--- config.mk ---
export PLATFORM = sky130hd
export DESIGN_NAME = fifo_handshake
export DESIGN_NICKNAME = d
export VERILOG_FILES = /design/src/rtl/fifo_hs_pkg.sv /design/src/rtl/fifo_hs_falldet.sv /design/src/rtl/fifo_hs_ctrl.sv /design/src/rtl/fifo_hs_datapath.sv /design/src/rtl/fifo_handshake.sv
export SDC_FILE = /design/constraint.sdc
export NUM_CORES = 1
export LEC_CHECK = 0
export ABC_AREA = 0
export BUFFER_PORTS_ARGS = -buffer_cell sky130_fd_sc_hd__buf_2
export CORE_AREA = 2 2 244 246
export DETAILED_ROUTE_END_ITERATION = 12
export DIE_AREA = 0 0 246 248
export PLACE_DENSITY_LB_ADDON = 0.2
export SLEW_MARGIN = 20
export SYNTH_ARGS = -nofsm -noshare
export SYNTH_HDL_FRONTEND = slang
export SYNTH_SLANG_ARGS = --single-unit
--- constraint.sdc ---
create_clock -name clk -period 4.7 [get_ports clk]
set_input_delay 0.705 -clock clk [delete_from_list [all_inputs] [get_ports clk]]
set_output_delay 0.705 -clock clk [all_outputs]
set_load 0.1 [all_outputs]
--- src/rtl/fifo_hs_pkg.sv ---
package fifo_hs_pkg;
  // strobes sent from control to datapath in one cycle
  typedef struct packed {
    logic wrEn;     // store dataIn at the write address
    logic loadHead; // copy the word at the read address into the head register
  } dpStrobes_t;
endpackage

--- src/rtl/fifo_hs_falldet.sv ---
module fifo_hs_falldet (
  input  logic clk,
  input  logic masterRstN,
  input  logic strobeIn,
  output logic fallSeen
);
  logic prevLevel;

  always_ff @(posedge clk or negedge masterRstN) begin
    if (!masterRstN) prevLevel <= 1'b0;
    else             prevLevel <= strobeIn;
  end

  assign fallSeen = prevLevel & ~strobeIn;
endmodule

--- src/rtl/fifo_hs_ctrl.sv ---
module fifo_hs_ctrl #(
  parameter int ADDR_W     = 6,
  parameter int ALMOST_GAP = 8
) (
  input  logic                     clk,
  input  logic                     masterRstN,
  input  logic                     shiftIn,
  input  logic                     shiftOut,
  output fifo_hs_pkg::dpStrobes_t  strobes,
  output logic [ADDR_W-1:0]        wrAddr,
  output logic [ADDR_W-1:0]        rdAddr,
  output logic                     inReady,
  output logic                     outReady,
  output logic                     halfFull,
  output logic                     nearEdge
);
  localparam int DEPTH     = 1 << ADDR_W;
  localparam int PTR_W     = ADDR_W + 1;
  localparam int HALF_MARK = DEPTH / 2;
  localparam int LOW_MARK  = ALMOST_GAP;
  localparam int HIGH_MARK = DEPTH - ALMOST_GAP;

  logic inFall, outFall;
  logic wrFire, rdFire, loadHead;
  logic [PTR_W-1:0] wrPtr, rdPtr, wrPtrNext, rdPtrNext;
  logic [PTR_W-1:0] occNow, occNext;

  fifo_hs_falldet u_inDet (
    .clk(clk), .masterRstN(masterRstN), .strobeIn(shiftIn), .fallSeen(inFall)
  );
  fifo_hs_falldet u_outDet (
    .clk(clk), .masterRstN(masterRstN), .strobeIn(shiftOut), .fallSeen(outFall)
  );

  assign occNow    = wrPtr - rdPtr;
  assign wrFire    = inFall & inReady;
  assign rdFire    = outFall & outReady;
  assign loadHead  = ~outReady & (occNow != '0);
  assign wrPtrNext = wrPtr + PTR_W'(wrFire);
  assign rdPtrNext = rdPtr + PTR_W'(rdFire);
  assign occNext   = wrPtrNext - rdPtrNext;

  assign strobes.wrEn     = wrFire;
  assign strobes.loadHead = loadHead;
  assign wrAddr = wrPtr[ADDR_W-1:0];
  assign rdAddr = rdPtr[ADDR_W-1:0];

  always_ff @(posedge clk or negedge masterRstN) begin
    if (!masterRstN) begin
      wrPtr    <= '0;
      rdPtr    <= '0;
      inReady  <= 1'b1;
      outReady <= 1'b0;
      halfFull <= 1'b0;
      nearEdge <= 1'b1;
    end else begin
      wrPtr    <= wrPtrNext;
      rdPtr    <= rdPtrNext;
      inReady  <= ~occNext[ADDR_W];
      if (rdFire)        outReady <= 1'b0;
      else if (loadHead) outReady <= 1'b1;
      halfFull <= (occNext >= PTR_W'(HALF_MARK));
      nearEdge <= (occNext <= PTR_W'(LOW_MARK)) || (occNext >= PTR_W'(HIGH_MARK));
    end
  end
endmodule

--- src/rtl/fifo_hs_datapath.sv ---
module fifo_hs_datapath #(
  parameter int DATA_W = 9,
  parameter int ADDR_W = 6
) (
  input  logic                    clk,
  input  logic                    masterRstN,
  input  fifo_hs_pkg::dpStrobes_t strobes,
  input  logic [ADDR_W-1:0]       wrAddr,
  input  logic [ADDR_W-1:0]       rdAddr,
  input  logic [DATA_W-1:0]       dataIn,
  input  logic                    outReady,
  input  logic                    outEn,
  output logic [DATA_W-1:0]       dataOut,
  output logic                    dataValid
);
  localparam int DEPTH = 1 << ADDR_W;

  logic [DATA_W-1:0] storage [DEPTH];
  logic [DATA_W-1:0] headWord;

  always_ff @(posedge clk) begin
    if (strobes.wrEn) storage[wrAddr] <= dataIn;
  end

  always_ff @(posedge clk or negedge masterRstN) begin
    if (!masterRstN)          headWord <= '0;
    else if (strobes.loadHead) headWord <= storage[rdAddr];
  end

  assign dataOut   = outEn ? headWord : '0;
  assign dataValid = outEn & outReady;
endmodule

--- src/rtl/fifo_handshake.sv ---
module fifo_handshake #(
  parameter int DATA_W     = 9,
  parameter int ADDR_W     = 6,
  parameter int ALMOST_GAP = 8
) (
  input  logic              clk,
  input  logic              masterRstN,
  input  logic              shiftIn,
  input  logic              shiftOut,
  input  logic [DATA_W-1:0] dataIn,
  input  logic              outEn,
  output logic [DATA_W-1:0] dataOut,
  output logic              dataValid,
  output logic              inReady,
  output logic              outReady,
  output logic              halfFull,
  output logic              nearEdge
);
  fifo_hs_pkg::dpStrobes_t strobes;
  logic [ADDR_W-1:0] wrAddr, rdAddr;

  fifo_hs_ctrl #(.ADDR_W(ADDR_W), .ALMOST_GAP(ALMOST_GAP)) u_ctrl (
    .clk(clk), .masterRstN(masterRstN), .shiftIn(shiftIn), .shiftOut(shiftOut),
    .strobes(strobes), .wrAddr(wrAddr), .rdAddr(rdAddr),
    .inReady(inReady), .outReady(outReady), .halfFull(halfFull), .nearEdge(nearEdge)
  );

  fifo_hs_datapath #(.DATA_W(DATA_W), .ADDR_W(ADDR_W)) u_dp (
    .clk(clk), .masterRstN(masterRstN), .strobes(strobes),
    .wrAddr(wrAddr), .rdAddr(rdAddr), .dataIn(dataIn),
    .outReady(outReady), .outEn(outEn), .dataOut(dataOut), .dataValid(dataValid)
  );
endmodule

---- After elaboration in Yosys (flattened, before gate mapping) ----
Memories as Yosys holds them, arrays and structs flattened. A register that Yosys moved wholly into a read port is not among the register bits.
Cells that the tools add are included.
operators by class
  mux-type cells .......................... 5
  reduce and logical (&&, ||, !) cells .... 4
  add/sub/neg operators ................... 4
  bitwise operators ....................... 10
  $lt $le $gt $ge ......................... 3
operator list
  kind                number
  $add 7x1->7         2
  $ge 7x6->1 const B  2
  $sub 7x7->7         2
  $mux 9              1
  $le 7x4->1 const B  1
  $reduce_bool 7->1   1
  $and 1x1->1         6
  $mux 1              4
  $not 1->1           4
  $reduce_bool 2->1   1
  $logic_not 1->1     1
  $logic_or 1x1->1    1
word-level totals
  bits of input ports ..................... 14
  RAM bits ................................ 576
  memories ................................ 1
  logic and storage cells ................. 35
  register bits ........................... 20
memory list
  memory        depth  bits a word  rd ports  clocked after Yosys merged registers in  wr ports  RTL line                source
  u_dp.storage  64     9            1         1                                        1         fifo_hs_datapath.sv:18  logic [DATA_W-1:0] storage [DEPTH];

---- Longest topological paths before layout ----
Gate-level depths: netlist of run 1.
  depth in word-level cells ............... 7
  mapped depth ............................ 12
  mapped depth without buffers ............ 12

---- Hierarchy ----
From an unflattened synthesis of run 1, not the netlist that was laid out.
unflattened totals
  cells, all modules ...................... 1,192
  area, all modules ....................... 24,262.0 um2
by module, submodules not included
  module            times used  cells each  area an instance (um2)  sequential area each (um2)
  fifo_hs_datapath  1           1,051       22,834.4                17,521.8
  fifo_hs_ctrl      1           137         1,350.0                 452.9
  fifo_hs_falldet   2           2           38.8                    25.0

---- Least setup slack after synthesis of run 1 ----
Ideal clock, no wire load.
  path kind ............................... register to register
  start ................................... register u_ctrl.outReady
  end ..................................... register u_ctrl.nearEdge
  clock period less this slack ............ 3.403 ns
  cell stages (with the launch flop) ...... 13
  arrival time ............................ 3.292 ns
  path slack .............................. 1.297 ns
  library setup time ...................... 0.111 ns
  cell sequence ........................... dfrtp_1 inv_1 nor3b_1 ha_1 nand2_1 xnor2_1 ha_1 a21oi_1 maj3_1 a211oi_1 a211o_1 xor3_1 o311ai_0
between the ends
  longest elaborated chain between the ends .. 5
  elaborated cells on any way between the ends .. 6
  those cells by class .................... 2 x add/sub; 2 x order compare; 1 x bitwise; 1 x reduce/logical
RTL lines
  what                                             RTL line            source
  from (decl)                                      fifo_hs_ctrl.sv:13  output logic outReady,
  from (signal assigned)                           fifo_hs_ctrl.sv:53  outReady <= 1'b0;
  from (signal assigned)                           fifo_hs_ctrl.sv:60  if (rdFire) outReady <= 1'b0;
  from (signal assigned)                           fifo_hs_ctrl.sv:61  else if (loadHead) outReady <= 1'b1;
  $and 1x1->1 *                                    fifo_hs_ctrl.sv:37  assign rdFire = outFall & outReady;
  $add 7x1->7 *                                    fifo_hs_ctrl.sv:40  assign rdPtrNext = rdPtr + PTR_W'(rdFire);
  $sub 7x7->7 *                                    fifo_hs_ctrl.sv:41  assign occNext = wrPtrNext - rdPtrNext;
  $le 7x4->1 / $ge 7x6->1 (equally long branches)  fifo_hs_ctrl.sv:63  nearEdge <= (occNext <= PTR_W'(LOW_MARK)) || (occNext >= PTR_W'(HIGH_MARK));
  $logic_or 1x1->1 *                               fifo_hs_ctrl.sv:63
  to (signal assigned)                             fifo_hs_ctrl.sv:63
  to (decl)                                        fifo_hs_ctrl.sv:15  output logic nearEdge
Mark *: on every way between the ends. The rest lies on a longest branch, timed or not.
A chain may end at the register's enable or synchronous reset.

---- Worst setup path in the final report of run 1 ----
  start ................................... register u_ctrl.rdPtr[0]
  end ..................................... register u_dp.headWord[8], read port of u_dp.storage
between the ends
  longest elaborated chain between the ends .. 3
RTL lines
  what                    RTL line                source
  from (decl)             fifo_hs_ctrl.sv:25      logic [PTR_W-1:0] wrPtr, rdPtr, wrPtrNext, rdPtrNext;
  from (signal assigned)  fifo_hs_ctrl.sv:58      rdPtr <= rdPtrNext;
  $sub 7x7->7             fifo_hs_ctrl.sv:35      assign occNow = wrPtr - rdPtr;
  $reduce_bool 7->1       fifo_hs_ctrl.sv:38      assign loadHead = ~outReady & (occNow != '0);
  $and 1x1->1             fifo_hs_ctrl.sv:38
  to (decl)               fifo_hs_datapath.sv:19  logic [DATA_W-1:0] headWord;
Several ways; a longest one is shown, not always the timed one.

==> results.md, run 1 <==
* Status: finished, final reports clean
* Deepest clock path buffer count at 3
* # IOs at 28
* Bufs and invs on worst path at 1
* Fin nets at 1162
* FILL cells at about 4900
* Syn_area_per_cell at between 20 and 25 um^2
* Root Driver: clkbuf_16
* Skew final at 0.01810 ns
* Post-synth top area share at 0.7285
* R2r setup slk at 1.37 ns
* Layout cells sized above 1 at 0.2905
* Vias per cell at 5.541
* Die X at around 250 um
* Top post-synthesis cells by area: edfxtp_1 73%, mux4_2 17%, dfrtp_1 2.8%, nor2_1 1.2%, ha_1 0.74%
* CP delay by family, top: multiplexers
* Final setup viols at 0
* Vert. Die Dim at 248 um
* Critical Path AT at 3.80 ns
* Seq. cell area at 18030 um^2
* #FFs+latches synth at 605
* Post-Route WL at 52.84 mm
* Full die area at 61010 um^2
* Area leader, netlist: edfxtp_1
* ANT cells at 0
* HP Class: primary input to asynchronous set/reset pin
* Tcrit/Tclk final at 0.7094
* RSZ-0062 raised after global routing: no
* Largest net degree at the start of global routing at 95
* Final Hold Fails at 0
* Crit Path Max Fanout at 56
* Slew @ Worst Pin at approximately 1.0 ns
* WS Path Type: flop to flop
* Post-Syn Nets at between 1000 and 1500
* Sequential area share after synthesis at 0.7591
* CTS Hold Bufs at 0
* PwrDens at 574.0 nW/um^2
* Synth Cell Area at 23740 um^2
* Max-slew violation count at 0
* Initial antenna violation count at 1
* WP depth at 6
* Port Buf Inserts at 27
* Worst path slowest cell: dfrtp_4
* Starting Density at 0.4061
* Yosys cell types at 46
* Total GRT Usage at 0.1790
* Startpoint types: flop
* Finished Core Util at 0.4615
* Worst vdd ir at roughly 0.42 mV
* Required time of the critical path at roughly 5.2 ns
* 1st-iter DRT viols at 994
* CTS H-tree depth at 3
* Final setup TNS at 0 ns
* Fmax at between 200 and 300 MHz
* 1st-pass router iterations at 6
* Worst setup EP type: flop
* Vias post-DR at 10843
* CTS buffer count at 66
* CP cell instances: buf_12 > mux4_2 > mux4_2 > a22oi_1 > nand2_1 > mux2_2
* CP dominant cell by count: mux4_2
* PostCTS Resize Cnt at 0
* Post-CTS Setup Inserts at 0
* Yosys Warn Count at 0
* Post-route ant nets at 0
* First-pass GRT wire length at 78.05 mm
* Number of synthesized flops with an enable pin at 576
* Area of the multi-input gates at 5441 um^2
* Critical Path Max Stage Delay at 0.82 ns
* Max cap viols at 0
* Worst setup startpoint: u_ctrl.rdPtr[0]
* Synth Flop Type: edfxtp_1
* Rel. slew slack at 0.3015
* Top-count cell post-synth: edfxtp_1
* CTS tree: done
* Clock sink count at 605
* HPWL after detailed placement at between 30 and 40 mm
* Reg2Reg Depth at 6
* R2R Path End: u_dp.headWord[8]
* Worst r2r src: u_ctrl.rdPtr[0]
* Critical Path End: u_dp.headWord[8]
* Clock transition at path regs at 0.06 ns
* GRT overflow at 0
* Vias in the first global route at 11175
* Avg WL per Cell at 27.00 um
* Clock latency on the worst-skew pair at 0.59 ns
* Most frequent cells after synthesis: 576 x edfxtp_1, 180 x mux4_2, 75 x nor2_1
* DRC at 0
* Cell Rows at 89
* Leakage at 8.580 nW
* Final min period at 3.334 ns
* Synth Instances at 1064
* RD Place Congestion at 0.7544
* Async set or reset register ratio after synthesis at 0.04793
* Area growth syn-to-layout at 13.62%
* Area of the core at 58460 um^2
==> power breakdown <==
part / internal, mW / switching (mW)
Clock: 3.03 / 2.07
Combinational: 1.94 / 2.27
Sequential: 6.01 / 0.165
==> how the worst min path moves through the flow <==
stage	start	to	slack [ns]	depth (start not counted)
3_5_place_dp	u_dp.headWord[7]	u_dp.headWord[7]	0.49	1
6_report	masterRstN	u_ctrl.rdPtr[6]	0.18	1
4_1_cts	masterRstN	u_dp.headWord[8]	0.17	1
5_1_grt	masterRstN	u_ctrl.rdPtr[6]	0.21	1
2_1_floorplan	masterRstN	u_ctrl.halfFull	0.41	0
3_3_place_gp	u_dp.headWord[5]	u_dp.headWord[5]	0.48	1
==> cells by family (layout without fill, tap and decap cells) <==
kind of cell    count (synthesis)  in the layout  synth area share
simple gates                  137            137           0.02582
xor+xnor                       20             20          0.008010
mux                           190            190            0.1754
flops                         605            605            0.7591
compound gates                 34             34           0.01096
fa+ha+maj                      16             16          0.008642
buf+inv                        62            182           0.01201
==> per-stage QoR <==
step                cells  hold WS, ns  total power [mW]  setup WS (ns)  area, um^2
floorplan            1064       0.4094             9.296          1.297       23740
global placement     1838       0.4839             10.56          1.274       24830
detailed placement   1838       0.4917             10.58          1.290       24840
CTS                  1957       0.1698             15.69          1.295       26970
global route         1957       0.2064             16.11          1.189       26980
finish               1957       0.1838             15.49          1.366       26980
==> placed cells by master (no fill, tap or decap), types with 4 or more instances in the layout <==
cell type / count
clkinv_2: 12
buf_12: 4
ha_1: 14
clkinv_1: 14
mux2_2: 9
buf_4: 18
nand3_1: 9
dfrtp_1: 24
edfxtp_1: 576
and2_1: 11
clkbuf_1: 11
a22oi_1: 18
clkbuf_16: 71
xor2_1: 7
nor2_1: 72
buf_2: 25
inv_1: 14
clkinvlp_4: 4
nand2_1: 23
bufinv_16: 5
mux4_2: 180
xnor2_1: 12
==> layer usage <==
metal  share of wire  vias to the layer above  routed length (um)  track usage
met5               0                        -                   0            0
met1            0.46                     5845               24170       0.2643
met4           0.028                        0                1467      0.05758
met2            0.46                      315               24320       0.2685
li1                -                     4591                   -            -
met3           0.055                       92                2884      0.03579
==> sequential cells by signal (all words and copies together) (netlist names) <==
| signal | count |
|---|---|
| u_dp.storage | 576 |
| u_ctrl.u_outDet.prevLevel | 1 |
| u_dp.headWord | 9 |
| u_ctrl.inReady | 1 |
| u_ctrl.nearEdge | 1 |
| u_ctrl.rdPtr | 7 |
| u_ctrl.outReady | 1 |
| u_ctrl.wrPtr | 7 |
| u_ctrl.halfFull | 1 |
| u_ctrl.u_inDet.prevLevel | 1 |
==> layout make-up <==
| cell class | count | share of cell area |
|---|---|---|
| Inverter | 16 | 0.002226 |
| Multi-Input combinational cell | 397 | 0.2017 |
| Clock buffer | 82 | 0.06739 |
| Timing Repair Buffer | 47 | 0.01261 |
| Tap cell | 773 | 0.03585 |
| Sequential cell | 605 | 0.6684 |
| Clock inverter | 37 | 0.01178 |
(Power assumes the default switching activity.)
==> run 2: changes to the inputs <==
==> constraint.sdc (replaced) <==
create_clock -name clk -period 3.2 [get_ports clk]
set_input_delay 0.48 -clock clk [delete_from_list [all_inputs] [get_ports clk]]
set_output_delay 0.48 -clock clk [all_outputs]
set_load 0.1 [all_outputs]
==> run 2 against run 1 <==
Final cell count grew 4.0%. Critical path type is now primary input to flop. Via count is 1.9% higher. Clock skew up 0.0017 ns. Global-route usage increased by 0.31 points. Register-to-register slack got worse by 1.1 ns. Setup slack got worse by 1.2 ns. Core utilization is 1.0 points higher. Wire length increased by 3.0%. Total power increased by 47%. Largest power group unchanged. Cell area rose by 2.2%. Combinational power grew 57%. Largest cell class unchanged. Sequential power up 46%.
==> results.md, run 2 (synthesized netlist as in run 1, its figures left out) <==
* HP Start: dataIn[8]
* Tcrit/Tclk final at 0.9446
* Initial antenna violation count at 0
* Post-route ant nets at 0
* Avg WL per Cell at 26.74 um
* FILL cells at between 4000 and 5000
* Flop pwr share at 0.395
* PwrDens at 826.8 nW/um^2
* Fin worst setup slack at 0.1771 ns
* Critical Path Max Stage Delay at 0.54 ns
* CP delay by family, top: compound AO/OA/AOI/OAI gates
* Commonest cells after routing, fill and taps aside: 576 x edfxtp_1, 180 x mux4_2, 91 x buf_4
* Port Buf Inserts at 27
* Largest registers: u_dp.storage x576, u_dp.headWord x9
* GRT overflow at 0
* Total GRT Usage at 0.1822
* Vias in the first global route at 11318
* Clock transition at path regs at 0.06 ns
* Comb pwr share at 0.289
* Commonest non-fill, non-tap cell in the layout: edfxtp_1
* CTS tree: done
* Final min period at around 3.0 ns
* Rel. slew slack at 0.3569
* RSZ-0062 raised after global routing: no
* Placed cell area at 25510 um^2
* Final setup viols at 0
* Final Hold Fails at 0
* Reg with most FFs: u_dp.storage
* Deepest clock path buffer count at 3
* Slew @ Worst Pin at 0.9646 ns
* Leakage at 8.989 nW
* CP cell instances: dlygate4sd3_1 > buf_2 > and3b_1 > ha_1 > ha_1 > xor2_1 > ha_1 > a21o_1 > a211o_1 > a32o_1 > o311ai_0
* Max reg flops at 576
* Internal power at 16.17 mW
* Post-Place Cells at 1919
* 1st-iter DRT viols at 1011
* Final setup TNS at 0 ns
* Clock latency on the worst-skew pair at 0.63 ns
* Vias per cell at 5.425
* Post-route design area at 27580 um^2
* Critical Path AT at 3.52 ns
* # IOs at 28
* DRC at 0
* Finished Layout Cells at between 2000 and 2500
* Fmax at 330.8 MHz
* Skew final at 0.01981 ns
* Bufs and invs on worst path at 2
* CTS buffer count at 61
* Psw at 6.630 mW
* CP dominant cell by count: ha_1
* HPWL after detailed placement at 33.95 mm
* Post-Route WL at 54.45 mm
* Worst setup startpoint: shiftIn
* Required time of the critical path at approximately 3.7 ns
* Status: finished, final reports clean
* Starting Density at 0.4061
* Full die area at 61010 um^2
* Crit Path Max Fanout at 3
* Root Driver: clkbuf_16
* Worst r2r src: u_ctrl.inReady
* Clk network pwr share at 0.316
* WS Path Type: primary input to flop
* CTS H-tree depth at 2
* Area of the core at 58460 um^2
* First-pass GRT wire length at 79.05 mm
* Worst path slowest cell: dlygate4sd3_1
* Fin nets at 1241
* Vert. Die Dim at 248 um
* Max-slew violation count at 0
* Clock sink count at 605
* Worst setup EP type: flop
* Largest net degree at the start of global routing at 75
* Die X at ~250 um
* Sw frac at 0.2908
* Hold Slack at 0.2983 ns
* 1st-pass router iterations at 5
* HP Class: primary input to flop
* Worst vdd ir at about 0.85 mV
* Cell Rows at 89
* RD Place Congestion at 0.7721
* Pre-CTS setup slack at 0.05718 ns
* Max cap viols at 0
* Layout cells sized above 1 at 0.3275
* Area growth syn-to-layout at 16.15%
* Vias post-DR at 11046
* Startpoint types: primary input
-- run 2: cell count changes in the layout (fill, tap and decap cells not counted), sizes merged --
cell	delta
clkinvlp	-1
bufinv	+4
buf	+81
dlygate4sd3	+3
clkinv	+2
diode	+2
inv	-1
clkbuf	-11
-- run 2: final timing paths --
kind	end	slack [ns]	cells past startpoint
max reg2reg	u_ctrl.nearEdge	0.22	9
min	u_dp.storage[62][8]	0.30	1
min in group asynchronous	u_ctrl.rdPtr[6]	0.43	2
max in group asynchronous	u_ctrl.rdPtr[0]	2.26	2
max	u_ctrl.nearEdge	0.18	11
min reg2reg	u_ctrl.wrPtr[6]	0.51	1
-- run 2: final cells by class --
cell class / count / area (um^2) / area share
antenna: 2 / 5.005 / 0.0001815
sequential: 605 / 18030 / 0.6540
tap: 773 / 967.2 / 0.03507
inverter: 16 / 60.06 / 0.002178
clock buffer: 71 / 1607 / 0.05826
multi-input combinational: 397 / 5439 / 0.1972
clock inverter: 41 / 416.7 / 0.01511
timing repair buffer: 131 / 1049 / 0.03802
-- run 2: timing repair --
item,4_1_cts,5_1_grt
hold endpoints to repair,29,0
hold buffers,3,0
setup endpoints to repair,0,1
setup buffers,0,0
gates resized for setup,0,1
-- run 2: worst register-to-register path: stages, from the launching register on --
cell      delay, ns
dfstp_2        0.53
and3b_1        0.22
ha_1           0.23
ha_1           0.22
xor2_1         0.22
ha_1           0.30
a21o_1         0.21
a211o_1        0.29
a32o_1         0.29
o311ai_0       0.35
-- run 2: power groups by stage --
stage | sequential (mW) | combinational [mW] | clock, mW
floorplan | 9.17 | 4.48 | 0
global placement | 9.16 | 6.69 | 0
detailed placement | 9.16 | 6.70 | 0
CTS | 9.00 | 6.74 | 7.38
global route | 9.02 | 7.03 | 7.67
finish | 9.00 | 6.60 | 7.20
-- run 2: metal layers --
metal | wire length, um | share of wire | vias up | global-route usage
li1 | - | - | 4753 | -
met1 | 24880 | 0.46 | 5916 | 0.2685
met2 | 25690 | 0.47 | 303 | 0.2825
met3 | 2786 | 0.051 | 74 | 0.03006
met4 | 1100 | 0.020 | 0 | 0.04991
met5 | 0 | 0 | - | 0
-- run 2: stage by stage --
| stage | utilization | total power, mW |
|---|---|---|
| after floorplan | - | 13.65 |
| after global placement | 0.4364 | 15.86 |
| after detailed placement | 0.4364 | 15.86 |
| after CTS | 0.4715 | 23.11 |
| after global routing | 0.4716 | 23.72 |
| final | 0.4717 | 22.80 |
==> run 3: changes to the inputs <==
--- a/config.mk
+++ b/config.mk
@@ -7,9 +7,10 @@
 export LEC_CHECK = 0
 export ABC_AREA = 0
 export BUFFER_PORTS_ARGS = -buffer_cell sky130_fd_sc_hd__buf_2
-export CORE_AREA = 2 2 244 246
+export CAP_MARGIN = 10
+export CORE_AREA = 4 4 246 248
 export DETAILED_ROUTE_END_ITERATION = 12
-export DIE_AREA = 0 0 246 248
+export DIE_AREA = 0 0 250 252
 export PLACE_DENSITY_LB_ADDON = 0.2
 export SLEW_MARGIN = 20
 export SYNTH_ARGS = -nofsm -noshare
==> run 3 against run 2 <==
Register-to-register slack worse by 0.08 ns. Critical path depth is 3 lower. Worst hold slack better by 0.047 ns. Clock power is 2% lower. Largest power group unchanged. Clock skew is 0.0053 ns lower.
==> results.md, run 3 (synthesized netlist as in run 1, its figures left out) <==
* Placed cell area at 25630 um^2
* Clock transition at path regs at 0.06 ns
* Finished Layout Cells at 2054
* Post-Route WL at 55.56 mm
* Max-slew violation count at 0
* Pre-CTS setup slack at approximately 0.012 ns
* Vert. Die Dim at roughly 250 um
* Status: finished, final reports clean
* Crit Path Max Fanout at 9
* Layout cells sized above 1 at 0.3372
* Post-Place Cells at 1935
* Clock sink count at 605
* WS Path Type: flop to flop
* Rel. slew slack at 0.3392
* Deepest clock path buffer count at 3
* Final setup TNS at 0 ns
* FILL cells at 4822
* Fmax at between 300 and 400 MHz
* Fin nets at 1257
* Fin worst setup slack at 0.1396 ns
* Full die area at 63000 um^2
* Post-route ant nets at 0
* PwrDens at 823.1 nW/um^2
* CTS buffer count at 61
* GRT overflow at 0
* Required time of the critical path at 3.71 ns
* First-pass GRT wire length at 81.50 mm
* Largest net degree at the start of global routing at 65
* CTS H-tree depth at 2
* Total GRT Usage at 0.1768
* 1st-pass router iterations at 4
* RSZ-0062 raised after global routing: no
* Vias post-DR at 11238
* Skew final at between 0.01 and 0.015 ns
* Commonest non-fill, non-tap cell in the layout: edfxtp_1
* Clock latency on the worst-skew pair at roughly 0.62 ns
* Worst setup EP type: flop
* Vias in the first global route at 11667
* Startpoint types: flop
* Final Hold Fails at 0
* HP Class: primary input to flop
* Root Driver: clkbuf_16
* Leakage at 9.058 nW
* Worst vdd ir at 0.5104 mV
* Vias per cell at approximately 5.5
* # IOs at 28
* Slew @ Worst Pin at 0.9911 ns
* Tcrit/Tclk final at 0.9564
* Largest registers: u_dp.storage x576, u_dp.headWord x9
* Starting Density at 0.4061
* Reg with most FFs: u_dp.storage
* Area of the multi-input gates at 5456 um^2
* Area of the core at 58460 um^2
* Avg WL per Cell at 27.05 um
* Max cap viols at 0
* Max reg flops at 576
* Die X at 250 um
* Port Buf Inserts at 27
* ANT cells at 0
* Cell Rows at 89
* Seq. cell area at ~18000 um^2
* Final setup viols at 0
* Final min period at ~3 ns
* Commonest cells after routing, fill and taps aside: 576 x edfxtp_1, 180 x mux4_2, 107 x buf_4
* Tot Pwr at 22.77 mW
* RD Place Congestion at 0.7809
* HPWL after detailed placement at 34.41 mm
* Post-route design area at ~28000 um^2
* CTS tree: done
* DRC at 0
* Initial antenna violation count at 0
* Finished Core Util at 0.4732
* 1st-iter DRT viols at 971
* Area growth syn-to-layout at 16.52%
* Critical Path AT at 3.57 ns
* Hold Slack at approximately 0.35 ns
==> run 3: critical path, cell delays in order, from the launching register on <==
cell and delay, ns:
dfrtp_1 0.58, ha_1 0.32, nor2b_1 0.13, o21ai_0 0.24, a21oi_1 0.14, a211oi_1 0.33
mux2i_1 0.17, a31oi_2 0.62, mux2_2 0.41
==> run 3: timing repair <==
item,CTS,global route
endpoints found under the hold margin,29,0
setup endpoints to repair,0,1
hold buffers,3,0
setup buffers,0,0
gates resized for setup,0,5
==> run 3: path summary, 6_finish.rpt <==
kind	startpoint	end	slack, ns	cells past startpoint
min in group asynchronous	masterRstN	u_ctrl.rdPtr[6]	0.44	2
max in group asynchronous	masterRstN	u_ctrl.rdPtr[0]	2.24	2
max reg2reg	u_ctrl.wrPtr[1]	u_dp.headWord[1]	0.14	8
min	dataIn[4]	u_dp.storage[58][4]	0.35	1
min reg2reg	u_dp.headWord[1]	u_dp.headWord[1]	0.51	1
max	u_ctrl.wrPtr[1]	u_dp.headWord[1]	0.14	8
==> run 3: report_power, final <==
part / switching (mW) / internal, mW / total (mW)
Clock: 2.90 / 4.15 / 7.05
Combinational: 3.57 / 3.10 / 6.67
Sequential: 0.216 / 8.83 / 9.05
==> run 3: metal layers <==
layer,vias up,global-route usage,share of wire
li1,4782,-,-
met1,6100,0.2576,0.44
met4,0,0.04676,0.019
met3,62,0.02660,0.051
met2,294,0.2845,0.49
met5,-,0,0
==> run 3: cell type report <==
cell class                      instances  share of cell area
Timing Repair Buffer                  147             0.04224
Sequential cell                       605              0.6519
Clock inverter                         35             0.01212
Tap cell                              773             0.03496
Inverter                               16            0.002171
Multi-Input combinational cell        397              0.1972
Clock buffer                           81             0.05942
